## src/rtl/port_status_pkg.sv

```systemverilog
package port_status_pkg;

    typedef enum logic [1:0] {
        LS_INVALID = 2'b00,
        LS_ONE     = 2'b01,
        LS_ZERO    = 2'b10,
        LS_HIGHZ   = 2'b11
    } line_state_e;

    localparam logic [2:0] SPD_S100 = 3'b000;
    localparam logic [2:0] SPD_S200 = 3'b001;
    localparam logic [2:0] SPD_S400 = 3'b010;

    localparam logic [2:0] PAGE_PORT   = 3'd0;
    localparam logic [3:0] ADDR_STATUS = 4'b1000;
    localparam logic [3:0] ADDR_SPEED  = 4'b1001;

    typedef struct packed {
        logic [1:0] a_line;
        logic [1:0] b_line;
        logic       child;
        logic       conn;
        logic       bias;
        logic       dis;
    } status_reg_t;

    typedef struct packed {
        logic [2:0] speed;
        logic       int_en;
        logic       fault;
        logic [2:0] rsvd;
    } speed_reg_t;

    typedef struct packed {
        status_reg_t st;
        speed_reg_t  sp;
    } port_view_t;

    function automatic logic report_child(input logic child, input logic conn,
                                          input logic dis, input logic susp);
        return child | ~conn | dis | susp;
    endfunction

endpackage

```

## src/rtl/psp_debounce.sv

```systemverilog
module psp_debounce #(
    parameter int LIMIT = 16
) (
    input  logic clk,
    input  logic rst,
    input  logic raw,
    output logic level
);
    localparam int CW = $clog2(LIMIT + 1);

    logic          raw_q;
    logic [CW-1:0] cnt;

    always_ff @(posedge clk) begin
        if (rst) begin
            raw_q <= 1'b0;
            cnt   <= '0;
            level <= 1'b0;
        end else begin
            raw_q <= raw;
            if (raw != raw_q) begin
                cnt <= '0;
            end else if (raw_q != level) begin
                if (cnt == CW'(LIMIT - 1)) begin
                    level <= raw_q;
                    cnt   <= '0;
                end else begin
                    cnt <= cnt + 1'b1;
                end
            end else begin
                cnt <= '0;
            end
        end
    end


    level_move_chk: assert property (@(posedge clk) disable iff (rst)
        (level != $past(level)) |-> ($past(cnt) == CW'(LIMIT - 1) && $past(raw) == level));

endmodule

```

## src/rtl/psp_valid_flag.sv

```systemverilog
module psp_valid_flag (
    input  logic clk,
    input  logic rst,
    input  logic clr,
    input  logic set,
    output logic flag
);
    always_ff @(posedge clk) begin
        if (rst)      flag <= 1'b0;
        else if (clr) flag <= 1'b0;
        else if (set) flag <= 1'b1;
    end


    clr_wins_chk: assert property (@(posedge clk) disable iff (rst)
        clr |=> !flag);


    set_takes_chk: assert property (@(posedge clk) disable iff (rst)
        (set && !clr) |=> flag);

endmodule

```

## src/rtl/psp_port_slot.sv

```systemverilog
module psp_port_slot
    import port_status_pkg::*;
#(
    parameter int CON_LIMIT  = 16,
    parameter int BIAS_LIMIT = 8
) (
    input  logic       clk,
    input  logic       rst,
    input  logic [1:0] a_line,
    input  logic [1:0] b_line,
    input  logic       child_in,
    input  logic       suspend_in,
    input  logic       raw_conn,
    input  logic       raw_bias,
    input  logic [2:0] speed_in,
    input  logic       int_en_in,
    input  logic       fault_in,
    input  logic       dis_we,
    input  logic       dis_wd,
    output logic       dis,
    output port_view_t view
);
    logic conn_level;
    logic bias_level;

    psp_debounce #(.LIMIT(CON_LIMIT)) u_conn_db (
        .clk(clk), .rst(rst), .raw(raw_conn), .level(conn_level)
    );

    psp_debounce #(.LIMIT(BIAS_LIMIT)) u_bias_db (
        .clk(clk), .rst(rst), .raw(raw_bias), .level(bias_level)
    );

    always_ff @(posedge clk) begin
        if (rst)         dis <= 1'b0;
        else if (dis_we) dis <= dis_wd;
    end

    always_comb begin
        view.st.a_line = a_line;
        view.st.b_line = b_line;
        view.st.child  = report_child(child_in, conn_level, dis, suspend_in);
        view.st.conn   = conn_level;
        view.st.bias   = bias_level;
        view.st.dis    = dis;
        view.sp.speed  = speed_in;
        view.sp.int_en = int_en_in;
        view.sp.fault  = fault_in;
        view.sp.rsvd   = 3'b000;
    end


    dis_hold_chk: assert property (@(posedge clk) disable iff (rst)
        !dis_we |=> $stable(dis));

endmodule

```

## src/rtl/port_status_page.sv

```systemverilog
module port_status_page
    import port_status_pkg::*;
#(
    parameter int NUM_PORTS  = 3,
    parameter int PORT_W     = 4,
    parameter int PAGE_W     = 3,
    parameter int CON_LIMIT  = 17050000,
    parameter int BIAS_LIMIT = 2600
) (
    input  logic                   clk,
    input  logic                   rst,
    input  logic                   bus_reset,
    input  logic                   tree_id_done,
    input  logic                   self_id_done,
    input  logic [PAGE_W-1:0]      sel_page,
    input  logic [PORT_W-1:0]      sel_port,
    input  logic [3:0]             reg_addr,
    input  logic                   rd_en,
    output logic [7:0]             rd_data,
    input  logic                   wr_en,
    input  logic [7:0]             wr_data,
    input  logic [2*NUM_PORTS-1:0] line_a,
    input  logic [2*NUM_PORTS-1:0] line_b,
    input  logic [NUM_PORTS-1:0]   child_in,
    input  logic [NUM_PORTS-1:0]   suspend_in,
    input  logic [NUM_PORTS-1:0]   raw_conn,
    input  logic [NUM_PORTS-1:0]   raw_bias,
    input  logic [3*NUM_PORTS-1:0] peer_speed,
    input  logic [NUM_PORTS-1:0]   int_en_in,
    input  logic [NUM_PORTS-1:0]   fault_in,
    output logic [NUM_PORTS-1:0]   port_disabled,
    output logic                   ch_valid,
    output logic                   speed_valid
);
    localparam logic [PORT_W:0] PORT_LIMIT = (PORT_W + 1)'(NUM_PORTS);

    port_view_t             views [NUM_PORTS];
    port_view_t             pick;
    logic [NUM_PORTS-1:0]   dis_we;
    logic                   page_hit;
    logic                   port_ok;

    assign page_hit = (sel_page == PAGE_W'(PAGE_PORT));
    assign port_ok  = ({1'b0, sel_port} < PORT_LIMIT);

    for (genvar g = 0; g < NUM_PORTS; g++) begin : g_port
        assign dis_we[g] = wr_en && page_hit && (sel_port == PORT_W'(g))
                           && (reg_addr == ADDR_STATUS);

        psp_port_slot #(
            .CON_LIMIT (CON_LIMIT),
            .BIAS_LIMIT(BIAS_LIMIT)
        ) u_slot (
            .clk       (clk),
            .rst       (rst),
            .a_line    (line_a[2*g +: 2]),
            .b_line    (line_b[2*g +: 2]),
            .child_in  (child_in[g]),
            .suspend_in(suspend_in[g]),
            .raw_conn  (raw_conn[g]),
            .raw_bias  (raw_bias[g]),
            .speed_in  (peer_speed[3*g +: 3]),
            .int_en_in (int_en_in[g]),
            .fault_in  (fault_in[g]),
            .dis_we    (dis_we[g]),
            .dis_wd    (wr_data[0]),
            .dis       (port_disabled[g]),
            .view      (views[g])
        );
    end

    always_comb begin
        pick = '0;
        for (int i = 0; i < NUM_PORTS; i++) begin
            if (sel_port == PORT_W'(i)) pick = views[i];
        end
    end

    always_comb begin
        rd_data = 8'h00;
        if (rd_en && page_hit && port_ok) begin
            case (reg_addr)
                ADDR_STATUS: rd_data = pick.st;
                ADDR_SPEED:  rd_data = pick.sp;
                default:     rd_data = 8'h00;
            endcase
        end
    end

    psp_valid_flag u_ch_valid (
        .clk(clk), .rst(rst), .clr(bus_reset), .set(tree_id_done), .flag(ch_valid)
    );

    psp_valid_flag u_speed_valid (
        .clk(clk), .rst(rst), .clr(bus_reset), .set(self_id_done), .flag(speed_valid)
    );


    unimpl_read_zero_chk: assert property (@(posedge clk) disable iff (rst)
        !port_ok |-> (rd_data == 8'h00));


    unimpl_write_chk: assert property (@(posedge clk) disable iff (rst)
        (wr_en && !port_ok) |=> $stable(port_disabled));


    child_when_disabled_chk: assert property (@(posedge clk) disable iff (rst)
        (rd_en && page_hit && port_ok && reg_addr == ADDR_STATUS && rd_data[0]) |-> rd_data[3]);


    reserved_zero_chk: assert property (@(posedge clk) disable iff (rst)
        (reg_addr[3:1] != 3'b100) |-> (rd_data == 8'h00));

endmodule

```

## config.mk

```make
export PLATFORM = sky130hd
export DESIGN_NAME = port_status_page
export DESIGN_NICKNAME = d
export VERILOG_FILES = /design/src/rtl/port_status_pkg.sv /design/src/rtl/psp_debounce.sv /design/src/rtl/psp_valid_flag.sv /design/src/rtl/psp_port_slot.sv /design/src/rtl/port_status_page.sv
export SDC_FILE = /design/constraint.sdc
export NUM_CORES = 1
export LEC_CHECK = 0
export BUFFER_PORTS_ARGS = -buffer_cell sky130_fd_sc_hd__buf_2
export CELL_PAD_IN_SITES_DETAIL_PLACEMENT = 0
export CELL_PAD_IN_SITES_GLOBAL_PLACEMENT = 1
export CORE_MARGIN = 10
export CORE_UTILIZATION = 44
export CTS_CLUSTER_DIAMETER = 60
export DETAILED_ROUTE_END_ITERATION = 10
export GPL_TIMING_DRIVEN = 1
export PLACE_DENSITY_LB_ADDON = 0.1
export SYNTH_ARGS = -nofsm -noshare
export SYNTH_HDL_FRONTEND = slang
export SYNTH_SLANG_ARGS = --single-unit
```

## constraint.sdc

```tcl
create_clock -name clk -period 2.1 [get_ports clk]
set_input_delay 0.42 -clock clk [delete_from_list [all_inputs] [get_ports clk]]
set_output_delay 0.42 -clock clk [all_outputs]
set_load 0.01 [all_outputs]
```

* After elaboration in Yosys (flattened, before gate mapping)
Index checks and enable logic that the tools add are counted.
W data, S select, Z words.
** Cells by class
- Add/sub/neg operators :: 6
- $lt $le $gt $ge :: 1
- Reduce and logical (&&, ||, !) cells :: 24
- Bitwise logic cells :: 24
- Mux-type cells :: 5
- Equality and inequality tests :: 22
** Operators by type and width (count)
- $add A25 B1 Y25 const B :: 3
- $eq A25 B25 Y1 const B :: 3
- $mux W16 :: 3
- $add A12 B1 Y12 const B :: 3
- $eq A12 B12 Y1 const B :: 3
- $reduce_or A4 Y1 :: 6
- $reduce_and A3 Y1 :: 6
- $pmux W8 S2 :: 1
- $not A1 Y1 :: 15
- $ne A1 B1 Y1 :: 12
- $logic_and A1 B1 Y1 :: 9
- $or A1 B1 Y1 :: 9
- $eq A4 B4 Y1 const B :: 2
- $mux W8 :: 1
- $eq A4 B1 Y1 const B :: 1
- $eq A4 B2 Y1 const B :: 1
- $logic_not A4 Y1 :: 1
- $lt A4 B2 Y1 const B :: 1
- $logic_not A3 Y1 :: 1
- $reduce_or A2 Y1 :: 1
** Word-level totals
- Register bits :: 128
- Word-level logic and storage cells :: 105
- Bits of input ports :: 65
- Output and inout bits :: 13

* Depth between registers and ports, before layout
- Depth in word-level cells :: 9
- Mapped depth :: 7
- Mapped depth without buffers :: 5

* Modules after synthesis
Synthesis repeated with hierarchy kept, for this count alone.
** Unflattened totals
- Cell total of the unflattened synthesis :: 781
- Area total of the unflattened synthesis :: 6859.1 µm²
** Modules (own cells, without submodules)
- psp_debounce (g_port[0].u_slot.u_bias_db ...) :: times used 3, sequential area each 280.3 µm², cells an instance 71, area an instance 656.9 µm²
- psp_debounce (g_port[0].u_slot.u_conn_db) :: times used 1, sequential area each 540.5 µm², cells an instance 147, area an instance 1270.0 µm²
- psp_debounce (g_port[1].u_slot.u_conn_db) :: times used 1, sequential area each 540.5 µm², cells an instance 147, area an instance 1258.7 µm²
- psp_debounce (g_port[2].u_slot.u_conn_db) :: times used 1, sequential area each 540.5 µm², cells an instance 140, area an instance 1251.2 µm²
- port_status_page :: times used 1, sequential area each 0.0 µm², cells an instance 68, area an instance 560.5 µm²
- psp_port_slot :: times used 3, sequential area each 20.0 µm², cells an instance 20, area an instance 160.2 µm²
- psp_valid_flag :: times used 2, sequential area each 20.0 µm², cells an instance 3, area an instance 33.8 µm²

* Worst setup path before layout
OpenSTA, ideal clock, no wires.
- Path kind :: in2out
- From :: input reg_addr[1]
- To :: output rd_data[4]
- Data arrival time :: 1.736 ns
- Path buffers :: 0
- Path slack :: -0.056 ns
- Cell stages on the path :: 4
- Data required time :: 1.680 ns
- Cell sequence :: nor4b_2 -> nand3b_1 -> a2bb2oi_1 -> a211oi_1
** On the way
- Cells in the longest elaborated chain, start to end :: 3
- Elaborated cells between the ends (all ways) :: 4
- Those cells by class :: 2 x eq/ne; 2 x mux
** RTL lines
- from (decl) :: RTL line port_status_page.sv:17 : input logic [3:0] reg_addr,
- $eq A4 B4 Y1 :: RTL line port_status_page.sv:82 : case (reg_addr)
- $pmux W8 S2 (*) :: RTL line port_status_page.sv:82
- $mux W8 (*) :: RTL line port_status_page.sv:81 : if (rd_en && page_hit && port_ok) begin
- to (decl) :: RTL line port_status_page.sv:19 : output logic [7:0] rd_data,
Every way passes the cells marked *; elsewhere a longest branch is shown, timed or not.

* Final worst setup path
- From :: input reg_addr[1]
- To :: output rd_data[5]
The elaborated chain is that of the path after synthesis.

==> impl_metrics.xml <==
<?xml version="1.0" encoding="UTF-8"?>
<metrics>
  <group name="floorplan">
    <metric name="die_h" unit="µm">139</metric>
    <metric name="core" unit="µm²">13900</metric>
    <metric name="dieArea" unit="µm²">19300</metric>
    <metric name="pin_count" unit="">78</metric>
    <metric name="core.rowCount" unit="">43</metric>
    <metric name="fp.dieW" unit="µm">139</metric>
    <metric name="start_util" unit="%">44.9</metric>
  </group>
  <group name="setup_path">
    <metric name="slowest_stage_delay_cp" unit="ps">380</metric>
    <metric name="cp_cell_sequence" unit="">buf_8 -&gt; nor4b_4 -&gt; nand3b_1 -&gt; a2bb2oi_2 -&gt; a211oi_2 -&gt; buf_2</metric>
    <metric name="worst_r2r_path_depth" unit="">4</metric>
    <metric name="crit_path_end_kind" unit="">output port</metric>
    <metric name="worst-path-buf-inv" unit="">2</metric>
    <metric name="timing.critical_path.slowest_stage_cell" unit="">sky130_fd_sc_hd__nor4b_4</metric>
    <metric name="worst_path_dominant_cell_family" unit="">simple AND/OR/NAND/NOR gates</metric>
    <metric name="timing.reg2reg.setup_slack" unit="ps">170</metric>
    <metric name="rr_startpoint" unit="">g_port[1].u_slot.u_conn_db.cnt[11]$_SDFF_PP0_</metric>
    <metric name="setup.worst_path.class" unit="">input port to output port</metric>
    <metric name="cp.required" unit="ps">1680</metric>
    <metric name="instance_count_on_the_critical_path" unit="">6</metric>
    <metric name="rr_endpoint" unit="">g_port[1].u_slot.u_conn_db.cnt[19]$_SDFF_PP0_</metric>
    <metric name="timing.critical_path.arrival" unit="ps">1760</metric>
    <metric name="critPathLaunchType" unit="">input port</metric>
    <metric name="critPathCapture" unit="">rd_data[5]</metric>
    <metric name="crit_fanout" unit="">4</metric>
    <metric name="worstSetupStartpoint" unit="">reg_addr[1]</metric>
  </group>
  <group name="cts">
    <metric name="clock_latency" unit="ps">420</metric>
    <metric name="cts_tree" unit="">built</metric>
    <metric name="cts.sinks" unit="">128</metric>
    <metric name="max-clock-path-buffers" unit="">2</metric>
    <metric name="numCtsBuffers" unit="">17</metric>
    <metric name="clock-root-buffer" unit="">sky130_fd_sc_hd__clkbuf_16</metric>
    <metric name="count_of_h_tree_levels_built_during_cts" unit="">4</metric>
    <metric name="cts.reportedPaths.clkPinSlew" unit="ps">50</metric>
  </group>
  <group name="synthesis">
    <metric name="synth.ff_latch_count" unit="">128</metric>
    <metric name="post_synth_num_cell_types" unit="">52</metric>
    <metric name="synth_net_count" unit="">809</metric>
    <metric name="synthSimpleGateAreaFrac" unit="%">32.4</metric>
    <metric name="synth_top_family_by_area" unit="">simple AND/OR/NAND/NOR gates</metric>
    <metric name="ys_top_cells_by_area" unit="">sky130_fd_sc_hd__dfxtp_1 41%, sky130_fd_sc_hd__nor2_1 6.1%, sky130_fd_sc_hd__xnor2_1 5.5%</metric>
    <metric name="synth_enable_flop_cells" unit="">0</metric>
    <metric name="synth_most_common_cell" unit="">sky130_fd_sc_hd__dfxtp_1</metric>
    <metric name="yosys.area_share.xor_xnor" unit="%">9.42</metric>
    <metric name="synth.yosys.seq_area_share" unit="%">41.1</metric>
    <metric name="synth-compound-area-share" unit="%">10.8</metric>
    <metric name="async_set_reset_flop_share_out_of_synthesis" unit="%">0</metric>
    <metric name="post-synth-top-area-fraction" unit="%">41.1</metric>
    <metric name="synthCells" unit="">738</metric>
    <metric name="post_synth_instance_area" unit="µm²">6230</metric>
    <metric name="portion_of_netlist_area_occupied_by_mux_cells" unit="%">1.79</metric>
    <metric name="ys_top_cells_by_count" unit="">128 x sky130_fd_sc_hd__dfxtp_1, 102 x sky130_fd_sc_hd__nor2_1, 47 x sky130_fd_sc_hd__nand3_1</metric>
    <metric name="post_synthesis_adder_cell_area_fraction" unit="%">1.21</metric>
    <metric name="yosysWarnings" unit="">0</metric>
    <metric name="yosysTopAreaCell" unit="">sky130_fd_sc_hd__dfxtp_1</metric>
    <metric name="most_frequently_used_flop_master_after_synthesis" unit="">sky130_fd_sc_hd__dfxtp_1</metric>
    <metric name="synth_area_per_cell" unit="µm²">8.44</metric>
  </group>
  <group name="detailed_routing">
    <metric name="drt-vias-per-instance" unit="">5.45</metric>
    <metric name="via_count" unit="">5613</metric>
    <metric name="remaining_drc_errors" unit="">0</metric>
    <metric name="first_pass_iters" unit="">5</metric>
    <metric name="drt_iter0_drc" unit="">204</metric>
    <metric name="drt.antenna.violating_nets" unit="">0</metric>
    <metric name="routedWlPerCell" unit="µm">14.8</metric>
    <metric name="wirelength" unit="mm">15.2</metric>
  </group>
  <group name="sta">
    <metric name="timing.slew.headroom" unit="%">69.0</metric>
    <metric name="rsz0062_at_grt" unit="">true</metric>
    <metric name="min_period_over_period" unit="%">104</metric>
    <metric name="layout_setup_ws" unit="ps">-77.9</metric>
    <metric name="setup_viol" unit="">4</metric>
    <metric name="final_hold_viol_count" unit="">0</metric>
    <metric name="timing_worst_slew_pin_value" unit="ps">465</metric>
    <metric name="timing.clock.skew" unit="ps">8.73</metric>
    <metric name="timing_max_transition_violations_final" unit="">0</metric>
    <metric name="fin_crit" unit="ps">2180</metric>
    <metric name="fmax" unit="MHz">459</metric>
  </group>
  <group name="min_path">
    <metric name="worst_hold_path_type" unit="">input port to register</metric>
    <metric name="hp-start" unit="">bus_reset</metric>
  </group>
  <group name="global_routing">
    <metric name="grt_pass1_wl" unit="mm">25.6</metric>
    <metric name="number_of_antenna_violations_at_the_first_check_in_global_routing" unit="">0</metric>
    <metric name="grt_overflow_total" unit="">0</metric>
    <metric name="pin_count_of_the_biggest_net_entering_global_routing" unit="">26</metric>
    <metric name="grt_pass1_vias" unit="">5529</metric>
    <metric name="track_usage" unit="%">15.5</metric>
  </group>
  <group name="power_and_ir_drop">
    <metric name="power-per-cell-area" unit="nW/µm²">732</metric>
    <metric name="vdd.ir_drop.worst" unit="V">0.000664</metric>
    <metric name="report.power.total" unit="W">0.00567</metric>
    <metric name="p_leak" unit="nW">2.59</metric>
  </group>
  <group name="finish">
    <metric name="fin_nets" unit="">907</metric>
    <metric name="n_antenna_cell" unit="">0</metric>
    <metric name="share_of_final_layout_standard_cells_stronger_than_drive_strength_1" unit="%">21.1</metric>
    <metric name="areaGrowthSynthToFinish" unit="%">24.4</metric>
    <metric name="stdcell_count" unit="">1029</metric>
    <metric name="fillCellCount" unit="">1297</metric>
  </group>
  <group name="status">
    <metric name="status" unit="">finished, violations left</metric>
    <metric name="failed_checks" unit="">setup timing</metric>
  </group>
  <group name="place">
    <metric name="dpl.hpwl" unit="mm">11.0</metric>
    <metric name="gp_congestion" unit="">0.866</metric>
    <metric name="portBuffers" unit="">70</metric>
    <metric name="post-place-cells" unit="">991</metric>
  </group>
  <group name="job">
    <metric name="max_cap_violations" unit="">0</metric>
  </group>
</metrics>
==> area by class of cell <==
type	instances	area, µm²	share of cell area, %
clock buffers	17	425	5.49
well taps	180	225	2.91
clock inverters	15	184	2.37
repair buffers	106	656	8.46
inverters	18	67.6	0.872
multi-input cells	565	3620	46.7
flip-flops and latches	128	2570	33.2
==> routing by layer <==
metal	vias up	GRT usage [%]	wire length [µm]
met5	-	0	0
met4	0	5.88	240
met3	19	4.18	477
met2	70	26.3	7480
met1	2640	18.3	6990
li1	2884	-	-
==> cell usage in the layout (no fill, tap or decap), types with 5 or more instances in the layout <==
master / synthesis / final
sky130_fd_sc_hd__nand2_1: 44 / 44
sky130_fd_sc_hd__o21ai_0: 22 / 21
sky130_fd_sc_hd__nor2_1: 102 / 99
sky130_fd_sc_hd__buf_2: 6 / 67
sky130_fd_sc_hd__nand3_1: 47 / 47
sky130_fd_sc_hd__o31ai_1: 17 / 17
sky130_fd_sc_hd__and4_1: 9 / 9
sky130_fd_sc_hd__a21oi_1: 45 / 44
sky130_fd_sc_hd__nor4b_1: 11 / 7
sky130_fd_sc_hd__and3_1: 14 / 14
sky130_fd_sc_hd__nor4_1: 16 / 16
sky130_fd_sc_hd__xor2_1: 28 / 28
sky130_fd_sc_hd__nand4_1: 29 / 29
sky130_fd_sc_hd__buf_4: 3 / 35
sky130_fd_sc_hd__inv_1: 18 / 18
sky130_fd_sc_hd__ha_1: 6 / 6
sky130_fd_sc_hd__clkbuf_16: 0 / 17
sky130_fd_sc_hd__or3_1: 16 / 16
sky130_fd_sc_hd__nand3b_1: 6 / 6
sky130_fd_sc_hd__nor3_1: 18 / 18
sky130_fd_sc_hd__mux2i_1: 10 / 10
sky130_fd_sc_hd__dfxtp_1: 128 / 125
sky130_fd_sc_hd__xnor2_1: 39 / 39
sky130_fd_sc_hd__nor2b_1: 6 / 6
sky130_fd_sc_hd__or2_4: 0 / 5
sky130_fd_sc_hd__or4_1: 19 / 19
==> power by group <==
group / leakage, nW / internal, W / total (W) / switching [W]
Combinational: 1.26 / 0.0000978 / 0.000201 / 0.000103
Clock: 0.290 / 0.00188 / 0.00302 / 0.00114
Sequential: 1.03 / 0.00244 / 0.00245 / 0.00000951
Total: 2.59 / 0.00441 / 0.00567 / 0.00126
==> through the flow <==
| step | area (µm²) | setup slack [ps] | util (%) | hold slack, ps | TNS (ps) |
|---|---|---|---|---|---|
| CTS | 7670 | -44.8 | 55.2 | 165 | -213 |
| global placement | 6920 | -235 | 49.9 | 440 | -912 |
| detailed placement | 6920 | -198 | 49.9 | 455 | -768 |
| finish | 7750 | -77.9 | 55.8 | 173 | -207 |
| floorplan | 6240 | 2.51 | - | 430 | 0 |
| global route | 7750 | -173 | 55.8 | 176 | -651 |
==> kinds of logic (layout without fill, tap and decap cells) <==
logic type,after synthesis,count (layout)
and+or+nand+nor,370,370
buffers and inverters,45,156
DFF,128,128
AOI/OAI and AO/OA,111,111
muxes,11,11
xor gates and xnor gates,67,67
adders and majority gates,6,6
==> sequential cells by signal (all words and copies together), names as in the netlist <==
name / count
g_port.u_slot.u_conn_db.cnt: 75
g_port.u_slot.u_bias_db.cnt: 36
g_port.u_slot.u_conn_db.raw_q: 3
g_port.u_slot.u_bias_db.raw_q: 3
u_ch_valid.flag: 1
g_port.u_slot.u_conn_db.level: 3
u_speed_valid.flag: 1
g_port.u_slot.dis: 3
g_port.u_slot.u_bias_db.level: 3
==> what timing repair did <==
action                                  CTS  global route
gates resized for setup                  26            15
pin swaps                                 9             8
buffers inserted                          3             4
endpoints found under the setup margin    5             8
hold buffers                              0             0
==> how the worst min path moves through the flow <==
stage                                                         to  slack, ps  depth (start not counted)
detailed placement  g_port[1].u_slot.u_bias_db.cnt[0]$_SDFF_PP0_        460                          1
CTS                              u_speed_valid.flag$_SDFFE_PP0P_        160                          2
global placement    g_port[2].u_slot.u_conn_db.cnt[0]$_SDFF_PP0_        440                          1
global route                     u_speed_valid.flag$_SDFFE_PP0P_        180                          2
finish                           u_speed_valid.flag$_SDFFE_PP0P_        170                          2
floorplan           g_port[0].u_slot.u_bias_db.cnt[0]$_SDFF_PP0_        430                          1
Power figures use the tool's default switching activity.
